**src/rtl/smt_ring_pkg.sv**
```systemverilog
package smt_ring_pkg;
    localparam int PTR_W = 8;
    localparam int WORDS = 4;
    localparam int WIDX_W = $clog2(WORDS);

    // register word offsets
    localparam logic [1:0] RG_CTRL = 2'd0;
    localparam logic [1:0] RG_STAT = 2'd1;
    localparam logic [1:0] RG_BASE = 2'd2;
    localparam logic [1:0] RG_SIZE = 2'd3;

    // control-byte bits inside descriptor word 0 (byte 3)
    localparam int DW0_INT_BIT = 30;
    localparam int DW0_SOE_BIT = 31;

    // status byte: bits 7:2 denote errors
    localparam logic [7:0] ST_ERR_MASK = 8'hFC;

    typedef enum logic [2:0] {
        S_IDLE,
        S_FETCH,
        S_EXEC,
        S_WRBACK,
        S_ADVANCE
    } ring_state_e;
endpackage

```
**src/rtl/smt_ring_tail.sv**
```systemverilog
module smt_ring_tail
    import smt_ring_pkg::*;
(
    input  logic             clk,
    input  logic             rst_n,
    input  logic             advance,
    input  logic [PTR_W-1:0] size_m1,
    output logic [PTR_W-1:0] tail
);
    logic [PTR_W-1:0] tail_q;

    always_ff @(posedge clk or negedge rst_n) begin
        if (!rst_n)
            tail_q <= '0;
        else if (advance)
            tail_q <= (tail_q == size_m1) ? '0 : tail_q + 1'b1;
    end

    assign tail = tail_q;

    // the tail only ever steps by one or wraps to zero
    a_r5_tail_step: assert property (@(posedge clk) disable iff (!rst_n)
        (tail_q != $past(tail_q)) |-> (tail_q == $past(tail_q) + 1'b1 || tail_q == '0));
endmodule

```
**src/rtl/smt_ring_flags.sv**
```systemverilog
module smt_ring_flags (
    input  logic clk,
    input  logic rst_n,
    input  logic set_done,
    input  logic set_err,
    input  logic err_en,
    input  logic clr_done,
    input  logic clr_err,
    output logic done_flag,
    output logic err_flag,
    output logic irq
);
    logic done_q, err_q;

    always_ff @(posedge clk or negedge rst_n) begin
        if (!rst_n) begin
            done_q <= 1'b0;
            err_q  <= 1'b0;
        end else begin
            if (set_done)              done_q <= 1'b1;
            else if (clr_done)         done_q <= 1'b0;
            if (set_err && err_en)     err_q  <= 1'b1;
            else if (clr_err)          err_q  <= 1'b0;
        end
    end

    assign done_flag = done_q;
    assign err_flag  = err_q;
    assign irq       = done_q | err_q;

    // the error flag can only rise while error interrupts are enabled
    a_r7_err_needs_enable: assert property (@(posedge clk) disable iff (!rst_n)
        $rose(err_q) |-> $past(err_en));
    // a write-one clear with no simultaneous set empties the flag
    a_r8_w1c_done: assert property (@(posedge clk) disable iff (!rst_n)
        (clr_done && !set_done) |=> !done_q);
endmodule

```
**src/rtl/smt_ring_ctrl.sv**
```systemverilog
module smt_ring_ctrl
    import smt_ring_pkg::*;
#(
    parameter int ADDR_W = 32
) (
    input  logic              clk,
    input  logic              rst_n,
    input  logic              reg_we,
    input  logic [1:0]        reg_addr,
    input  logic [31:0]       reg_wdata,
    output logic [31:0]       reg_rdata,
    output logic              mem_req,
    output logic              mem_we,
    output logic [ADDR_W-1:0] mem_addr,
    output logic [31:0]       mem_wdata,
    input  logic [31:0]       mem_rdata,
    input  logic              mem_ack,
    output logic              eng_valid,
    output logic [31:0]       eng_desc,
    output logic [63:0]       eng_dptr,
    input  logic              eng_done,
    input  logic [7:0]        eng_status,
    input  logic [7:0]        eng_rx,
    input  logic [7:0]        eng_tx,
    output logic              irq
);
    localparam int OFF_W = PTR_W + WIDX_W + 2;

    ring_state_e       state_q, state_d;
    logic              run_q, eie_q;
    logic [PTR_W-1:0]  head_q, size_q, tail;
    logic [ADDR_W-1:0] base_q;
    logic [WIDX_W-1:0] widx_q, word_sel;
    logic [31:0]       dw0_q, dw2_q, dw3_q;
    logic [7:0]        retry_q, res_st_q, res_rx_q, res_tx_q;
    logic              halt, advance, set_done, set_err, clr_done, clr_err;
    logic              done_flag, err_flag;
    logic [OFF_W-1:0]  offset;

    assign halt     = dw0_q[DW0_SOE_BIT] && |(res_st_q & ST_ERR_MASK);
    assign advance  = (state_q == S_ADVANCE) && !halt;
    assign set_done = (state_q == S_ADVANCE) && dw0_q[DW0_INT_BIT];
    assign set_err  = (state_q == S_ADVANCE) && |(res_st_q & ST_ERR_MASK);
    assign clr_done = reg_we && reg_addr == RG_STAT && reg_wdata[5];
    assign clr_err  = reg_we && reg_addr == RG_STAT && reg_wdata[4];

    smt_ring_tail u_tail (
        .clk(clk), .rst_n(rst_n), .advance(advance), .size_m1(size_q), .tail(tail)
    );

    smt_ring_flags u_flags (
        .clk(clk), .rst_n(rst_n), .set_done(set_done), .set_err(set_err),
        .err_en(eie_q), .clr_done(clr_done), .clr_err(clr_err),
        .done_flag(done_flag), .err_flag(err_flag), .irq(irq)
    );

    // software registers; a halt overrides a same-cycle run-bit write
    always_ff @(posedge clk or negedge rst_n) begin
        if (!rst_n) begin
            run_q  <= 1'b0;
            eie_q  <= 1'b0;
            head_q <= '0;
            base_q <= '0;
            size_q <= '0;
        end else begin
            if (reg_we) begin
                unique case (reg_addr)
                    RG_CTRL: begin
                        run_q  <= reg_wdata[0];
                        eie_q  <= reg_wdata[4];
                        head_q <= reg_wdata[23:16];
                    end
                    RG_BASE: base_q <= ADDR_W'(reg_wdata);
                    RG_SIZE: size_q <= reg_wdata[7:0];
                    default: ;
                endcase
            end
            if (state_q == S_ADVANCE && halt)
                run_q <= 1'b0;
        end
    end

    // next-state logic
    always_comb begin
        state_d = state_q;
        unique case (state_q)
            S_IDLE:    if (run_q && head_q != tail) state_d = S_FETCH;
            S_FETCH:   if (mem_ack && widx_q == WIDX_W'(WORDS - 1)) state_d = S_EXEC;
            S_EXEC:    if (eng_done) state_d = S_WRBACK;
            S_WRBACK:  if (mem_ack) state_d = S_ADVANCE;
            S_ADVANCE: state_d = S_IDLE;
            default:   state_d = S_IDLE;
        endcase
    end

    // state register and descriptor capture
    always_ff @(posedge clk or negedge rst_n) begin
        if (!rst_n) begin
            state_q  <= S_IDLE;
            widx_q   <= '0;
            dw0_q    <= '0;
            dw2_q    <= '0;
            dw3_q    <= '0;
            retry_q  <= '0;
            res_st_q <= '0;
            res_rx_q <= '0;
            res_tx_q <= '0;
        end else begin
            state_q <= state_d;
            if (state_q == S_IDLE)
                widx_q <= '0;
            if (state_q == S_FETCH && mem_ack) begin
                widx_q <= widx_q + 1'b1;
                unique case (widx_q)
                    2'd0: dw0_q   <= mem_rdata;
                    2'd1: retry_q <= mem_rdata[15:8];
                    2'd2: dw2_q   <= mem_rdata;
                    default: dw3_q <= mem_rdata;
                endcase
            end
            if (state_q == S_EXEC && eng_done) begin
                res_st_q <= eng_status;
                res_rx_q <= eng_rx;
                res_tx_q <= eng_tx;
            end
        end
    end

    // outputs
    always_comb begin
        word_sel  = (state_q == S_WRBACK) ? WIDX_W'(1) : widx_q;
        offset    = {tail, word_sel, 2'b00};
        mem_req   = (state_q == S_FETCH) || (state_q == S_WRBACK);
        mem_we    = (state_q == S_WRBACK);
        mem_addr  = base_q + ADDR_W'(offset);
        mem_wdata = {res_tx_q, res_rx_q, retry_q, res_st_q};
        eng_valid = (state_q == S_EXEC);
        eng_desc  = dw0_q;
        eng_dptr  = {dw3_q, dw2_q};
        unique case (reg_addr)
            RG_CTRL: reg_rdata = {8'h00, head_q, 11'h000, eie_q, 3'b000, run_q};
            RG_STAT: reg_rdata = {8'h00, tail, 10'h000, done_flag, err_flag, 3'b000,
                                  state_q != S_IDLE};
            RG_BASE: reg_rdata = 32'(base_q);
            default: reg_rdata = {24'h0, size_q};
        endcase
    end

    // a halting descriptor leaves the run bit cleared
    a_r9_halt_clears_run: assert property (@(posedge clk) disable iff (!rst_n)
        (state_q == S_ADVANCE && halt && !(reg_we && reg_addr == RG_CTRL && reg_wdata[0]))
        |=> !run_q);
    // with the run bit clear an idle controller stays idle
    a_r10_idle_holds: assert property (@(posedge clk) disable iff (!rst_n)
        (state_q == S_IDLE && !run_q) |=> state_q == S_IDLE);
    // a memory write happens only after an engine completion
    a_r4_write_after_done: assert property (@(posedge clk) disable iff (!rst_n)
        $rose(mem_we) |-> $past(eng_done));
endmodule

```
**config.mk**
```make
export PLATFORM = sky130hd
export DESIGN_NAME = smt_ring_ctrl
export DESIGN_NICKNAME = d
export VERILOG_FILES = /design/src/rtl/smt_ring_pkg.sv /design/src/rtl/smt_ring_tail.sv /design/src/rtl/smt_ring_flags.sv /design/src/rtl/smt_ring_ctrl.sv
export SDC_FILE = /design/constraint.sdc
export NUM_CORES = 1
export LEC_CHECK = 0
export ABC_AREA = 1
export BUFFER_PORTS_ARGS = -buffer_cell sky130_fd_sc_hd__buf_2
export CORE_ASPECT_RATIO = 1.25
export CORE_MARGIN = 5
export CORE_UTILIZATION = 26
export CTS_BUF_LIST = sky130_fd_sc_hd__clkbuf_16
export CTS_CLUSTER_DIAMETER = 200
export DETAILED_ROUTE_END_ITERATION = 6
export GPL_ROUTABILITY_DRIVEN = 0
export PLACE_DENSITY_LB_ADDON = 0.1
export SLEW_MARGIN = 20
export SYNTH_ARGS = -nofsm -noshare
export SYNTH_HDL_FRONTEND = slang
export SYNTH_SLANG_ARGS = --single-unit
```
**constraint.sdc**
```tcl
create_clock -name clk -period 2.59 [get_ports clk]
set_input_delay 0.518 -clock clk [delete_from_list [all_inputs] [get_ports clk]]
set_output_delay 0.518 -clock clk [all_outputs]
set_load 0.02 [all_outputs]
```
==> results.md, run 1 <==
- DP Area: 0.01196 mm^2
- Initial antenna violation count: 5
- Port bufs: 290
- Clock Power Share: 19.6%
- FMAX: 325.0 MHz
- Internal: 7.919 mW
- # DRC: 0
- Distinct cells, synth: 43
- Post-synth EDFFs: 0
- Sw Ratio: 42.16%
- Mapped Area: 0.009717 mm^2
- CTS root buf: clkbuf_16
- Final min period: 3.077 ns
- Critical path class: reg2out
- Ys Warns: 0
- Comb pwr share: 45.6%
- CTS HTree Levels: 4
- Worst-case clock buffer depth: 2
- Num CTS Buffers: 17
- Final nets: 1505
- Worst slew pin tran: 0.9209 ns
- Drt wl/cell: 17.22 um
- Worst hold-check path type: in2async
- MaxCap Viol Count: 0
- RSZ-0062 raised after global routing: yes
- Leakage: 6.933 nW
- Status: finished, violations left
- Layout Utilization: 35.13%
- Count of final setup violators: 28
- Vias: 8143
- Yosys top cell area share: 49.70%
- Mapped Cells: 1070
- Most common cell after layout, fill and taps aside: buf_2
- Most frequent cells in the layout: buf_2 (260), nand2_1 (250), dfrtp_1 (193)
- Area grow syn2layout: 34.01%
- Seq cells post-synth: 193
- Clk slew on worst S/H paths: 0.07 ns
- Asr flop ratio synth: 100.0%
- Final hold slack: 0.05575 ns
- Final WL: 32.62 mm
- Clk_lat worst skew: 0.45 ns
- Final worst-path setup slack: -0.4872 ns
- Period Utilization, post-route: 118.8%
- FP Rows: 79
- Largest net degree at the start of global routing: 65
- Total power: 13.69 mW
- Final ANT Viol Nets: 0
- Post-Route Setup TNS: -10.77 ns
- Clk_skew: 0.01058 ns
- Syn Area/Cell: 9.081 um^2
- CP Launch Type: flop
- Psw: 5.772 mW
- Vias per cell: 4.299
- Pwr per Cell Area: 1051 mW/mm^2
- Top_reg_cell synth: dfrtp_1
- Worst slew margin: 38.54%
- Top post-synthesis cells by area: dfrtp_1 (50%), nand2_1 (11%), o21ai_2 (6.9%)
- Vias in the first global route: 8438
- Die Ht: 226.1 um
- 1st-pass router iterations: 4
- Gr ovfl total: 0
- Sequential power share: 34.9%
- Hold_buf cts: 0
- Final hold vios: 0
- Final slew viol count: 0
- Core area: 0.03707 mm^2
- GRT Util Overall: 15.69%
- Starting Density: 26.21%
- Final cell count without fillers: 1894
- Sequential-to-total area share from yosys stat: 49.70%
- Fin area: 0.01302 mm^2
- Syn Nets: 1181
- Share of post-route cells with drive strength above 1: 40.01%
- DPL Wire Length: 24.99 mm
- Num ports: 291
- Sink Count: 193
- Worst endpoint required time: 2.07 ns
- Post-place setup slack: -0.1098 ns
- Worst VDD drop: 0.5138 mV
- Die Wd: 182.9 um
- CTS tree: done
- Wire length of the first global-routing pass: 49.62 mm
- CP Data Arrival Time: 2.56 ns
- Failing checks: negative setup slack
- Die area: 0.04136 mm^2
- Placed instance count: 1855
- CP max FO: 6
- Initial DRC count: 285
- Synth area leader: dfrtp_1
- Setup crit end kind: primary output
[final timing paths]
check	start	endpoint	slack, ns	cells after the start
min	rst_n	base_q[30]$_DFFE_PN0P_	0.06	1
max in group asynchronous	rst_n	eng_desc[26]$_DFFE_PN0P_	1.86	2
max	state_q[0]$_DFFE_PN0P_	mem_addr[16]	-0.49	17
min in group clk	eng_status[6]	res_st_q[6]$_DFFE_PN0P_	0.29	2
min reg2reg	dw2_q[31]$_DFFE_PN0P_	dw2_q[31]$_DFFE_PN0P_	0.48	2
max reg2reg	state_q[0]$_DFFE_PN0P_	eng_desc[24]$_DFFE_PN0P_	0.74	11
[logic make-up (layout without fill, tap and decap cells)]
group | count (synthesis) | in the layout | synth area share, %
buffers and inverters | 165 | 502 | 8.408
other | 0 | 1 | 0
AND/OR/NAND/NOR | 449 | 449 | 19.91
XOR/XNOR | 30 | 30 | 2.704
AO/OA/AOI/OAI | 193 | 193 | 13.59
flip-flops | 193 | 193 | 49.70
multiplexers | 24 | 24 | 3.554
adder cells (fa/ha/maj) | 16 | 16 | 2.138
[layer usage]
layer	up-vias	GRT usage, %	wire length, um
met1	3802	17.41	12780
li1	4059	-	-
met5	-	0	39
met2	229	27.90	16570
met4	6	5.313	852
met3	47	5.590	2377
[area by class of cell]
cell class | count | area (um^2)
Timing Repair Buffer | 344 | 2077
Clock buffer | 17 | 425.4
Sequential cell | 193 | 4830
Antenna cell | 1 | 2.502
Clock inverter | 15 | 145.1
Multi-Input combinational cell | 712 | 4453
Tap cell | 486 | 608.1
Fill cell | 3978 | 24050
Inverter | 126 | 480.5
[power by group through the flow]
stage / combinational, mW / sequential [mW] / clock (mW)
after detailed placement: 6.06 / 4.82 / 0
after floorplan: 2.80 / 5.85 / 0
final: 6.24 / 4.78 / 2.68
after global routing: 6.81 / 4.93 / 2.90
after global placement: 6.04 / 4.81 / 0
after CTS: 6.27 / 4.79 / 2.80
[timing repair]
action	4_1_cts	5_1_grt
endpoints found under the setup margin	29	29
buffers inserted	3	3
pin swaps	21	20
gates resized for setup	72	42
[sequential cells by signal, indices dropped and copies added (netlist names), 2 cells and up]
signal	count
state_q	3
res_rx_q	8
widx_q	2
eng_desc	32
size_q	8
head_q	8
dw3_q	32
dw2_q	32
u_tail.tail	8
base_q	32
res_tx_q	8
res_st_q	8
retry_q	8
[Yosys cell counts (2+ instances only)]
| library cell | count |
|---|---|
| nor3_2 | 3 |
| o21ai_1 | 27 |
| nand2_2 | 11 |
| a22o_1 | 5 |
| buf_12 | 2 |
| ha_1 | 15 |
| dfrtp_1 | 193 |
| mux2_2 | 4 |
| inv_2 | 3 |
| inv_1 | 121 |
| buf_4 | 2 |
| nand3_1 | 47 |
| xnor2_1 | 13 |
| nand2_1 | 283 |
| o221ai_1 | 8 |
| nand2_4 | 3 |
| o21ai_2 | 77 |
| o21a_1 | 2 |
| buf_2 | 5 |
| nand3b_1 | 3 |
| a21oi_1 | 24 |
| nand4_1 | 6 |
| buf_6 | 19 |
| nor3_1 | 8 |
| nor2_2 | 2 |
| clkbuf_1 | 10 |
| o21ai_0 | 46 |
| xor2_1 | 17 |
| mux2_4 | 20 |
| nor2_1 | 76 |
| nand2_8 | 3 |
[worst max-delay path: stages (launching register included)]
cell and delay (ns):
dfrtp_1 0.39, inv_2 0.08, nor2_4 0.04, inv_2 0.07
nor2_4 0.05, inv_2 0.05, nand2_2 0.06, ha_4 0.17
fa_2 0.39, nand3_2 0.09, nand2_4 0.08, nand3_4 0.08
nand2_4 0.07, nand2_4 0.11, nand2_8 0.08, nand3b_1 0.12
nand2_2 0.06, buf_6 0.12
Power figures use the tool's default switching activity.
==> run 2, diff against run 1 <==
Settings changed: PLACE_DENSITY set to 0.6, PLACE_DENSITY_LB_ADDON 0.1 to not set.
==> results.md, run 2 (same netlist as run 1, synthesis figures left out) <==
- Num ports: 291
- Starting Density: 26.21%
- Port bufs: 290
- Placed instance count: 1841
- Vias: 8406
- Sink Count: 193
- Failing checks: negative setup slack
- Clk_lat worst skew: 0.45 ns
- Layout Utilization: 35.19%
- Status: finished, violations left
- Post-Route Setup TNS: -13.35 ns
- Die Ht: 226.1 um
- Initial antenna violation count: 0
- Worst hold-check path type: in2reg
- Largest net degree at the start of global routing: 87
- Core area: 0.03707 mm^2
- Most frequent cells in the layout: buf_2 (262), nand2_1 (252), dfrtp_1 (193)
- 1st-pass router iterations: 5
- Sequential power share: 34.7%
- Internal: 7.960 mW
- Clock Power Share: 19.1%
- Crit path cell chain: inv_2 > nor2_4 > inv_2 > nor2_4 > inv_2 > nand2_2 > ha_4 > fa_2 > nand3_2 > nand2_4 > nand3_4 > nand2_4 > nand2_4 > nand2_8 > nand2_2 > nand2_2 > nand2_2 > buf_6
- Final WL: 30.75 mm
- Final cell count without fillers: 1901
- Initial DRC count: 330
- Wire length of the first global-routing pass: 47.88 mm
- Critical path class: reg2out
- Slowest stage delay, CP: 0.40 ns
- MaxCap Viol Count: 0
- CTS tree: done
- Most common cell after layout, fill and taps aside: buf_2
- Worst VDD drop: 0.6433 mV
- Worst endpoint required time: 2.07 ns
- Clk_skew: 0.007969 ns
- CTS HTree Levels: 4
- Final worst-path setup slack: -0.5576 ns
- Sw Ratio: 42.39%
- Worst path bufs/invs: 4
- Leakage: 6.936 nW
- Die Wd: 182.9 um
- Die area: 0.04136 mm^2
- CP max FO: 6
- Drt wl/cell: 16.18 um
- RSZ-0062 raised after global routing: yes
- Psw: 5.857 mW
- CP delay by family, top: simple AND/OR/NAND/NOR gates
- Share of post-route cells with drive strength above 1: 40.17%
- FMAX: 317.7 MHz
- Pwr per Cell Area: 1059 mW/mm^2
- Period Utilization, post-route: 121.5%
- Gr ovfl total: 0
- Final nets: 1512
- Count of final setup violators: 30
- Final min period: 3.148 ns
- # DRC: 0
- Worst slew pin tran: 0.5760 ns
- FP Rows: 79
- Final hold slack: 0.2951 ns
- Worst slew margin: 61.60%
- Final slew viol count: 0
- Vias in the first global route: 8572
- Slowest stage cell, crit path: fa_2
- Most common cell on crit path: nand2_2
- Comb pwr share: 46.2%
- Area grow syn2layout: 34.23%
- GRT Util Overall: 14.79%
- Worst-case clock buffer depth: 2
- Final hold vios: 0
- Clk slew on worst S/H paths: 0.08 ns
- CP Launch Type: flop
- DPL Wire Length: 23.39 mm
- Final ANT Viol Nets: 0
- Num CTS Buffers: 17
- CP Data Arrival Time: 2.63 ns
- Setup crit end kind: primary output
- CTS root buf: clkbuf_16
- Vias per cell: 4.422
[run 2: power by group through the flow]
stage / clock network, mW / registers, mW / logic [mW]
3_3_place_gp: 0 / 4.80 / 5.88
6_report: 2.64 / 4.80 / 6.38
4_1_cts: 2.75 / 4.80 / 6.34
5_1_grt: 2.85 / 4.95 / 6.93
3_5_place_dp: 0 / 4.83 / 5.95
2_1_floorplan: 0 / 5.85 / 2.80
[run 2: stage by stage]
stage	cell area (um^2)	setup WS, ns	power, mW
3_3_place_gp	11850	-0.07866	10.67
6_report	13040	-0.5576	13.82
2_1_floorplan	9824	-0.007116	8.652
5_1_grt	13040	-0.7150	14.73
4_1_cts	12870	-0.5286	13.89
3_5_place_dp	11850	-0.1191	10.77
[run 2: final timing paths]
kind	depth (start not counted)	slack, ns	startpoint	end
max	18	-0.56	state_q[0]$_DFFE_PN0P_	mem_addr[20]
min	2	0.30	eng_rx[0]	res_rx_q[0]$_DFFE_PN0P_
max in group asynchronous	3	1.36	rst_n	dw2_q[2]$_DFFE_PN0P_
min in group asynchronous	2	0.50	rst_n	base_q[31]$_DFFE_PN0P_
min reg2reg	2	0.48	eng_desc[25]$_DFFE_PN0P_	eng_desc[25]$_DFFE_PN0P_
max reg2reg	24	-0.37	state_q[0]$_DFFE_PN0P_	state_q[2]$_DFFE_PN0P_
[run 2: layout make-up]
cell class	count	area, um^2
Clock buffer	17	425.4
Antenna cell	1	2.502
Tap cell	486	608.1
Sequential cell	193	4830
Multi-Input combinational cell	712	4418
Timing Repair Buffer	351	2131
Inverter	126	480.5
Fill cell	3821	24020
Clock inverter	15	147.6
[run 2: metal layers]
metal / global-route usage [%] / up-vias / wire [um]
met4: 5.288 / 0 / 728
li1: - / 4095 / -
met5: 0 / - / 0
met1: 17.37 / 3993 / 12340
met2: 25.97 / 278 / 15490
met3: 4.028 / 40 / 2195
[run 2: timing repair]
item	4_1_cts	5_1_grt
endpoints found under the hold margin	15	0
endpoints found under the setup margin	29	30
pin swaps	25	19
hold buffers	1	0
gates resized for setup	64	44
buffers inserted	27	1
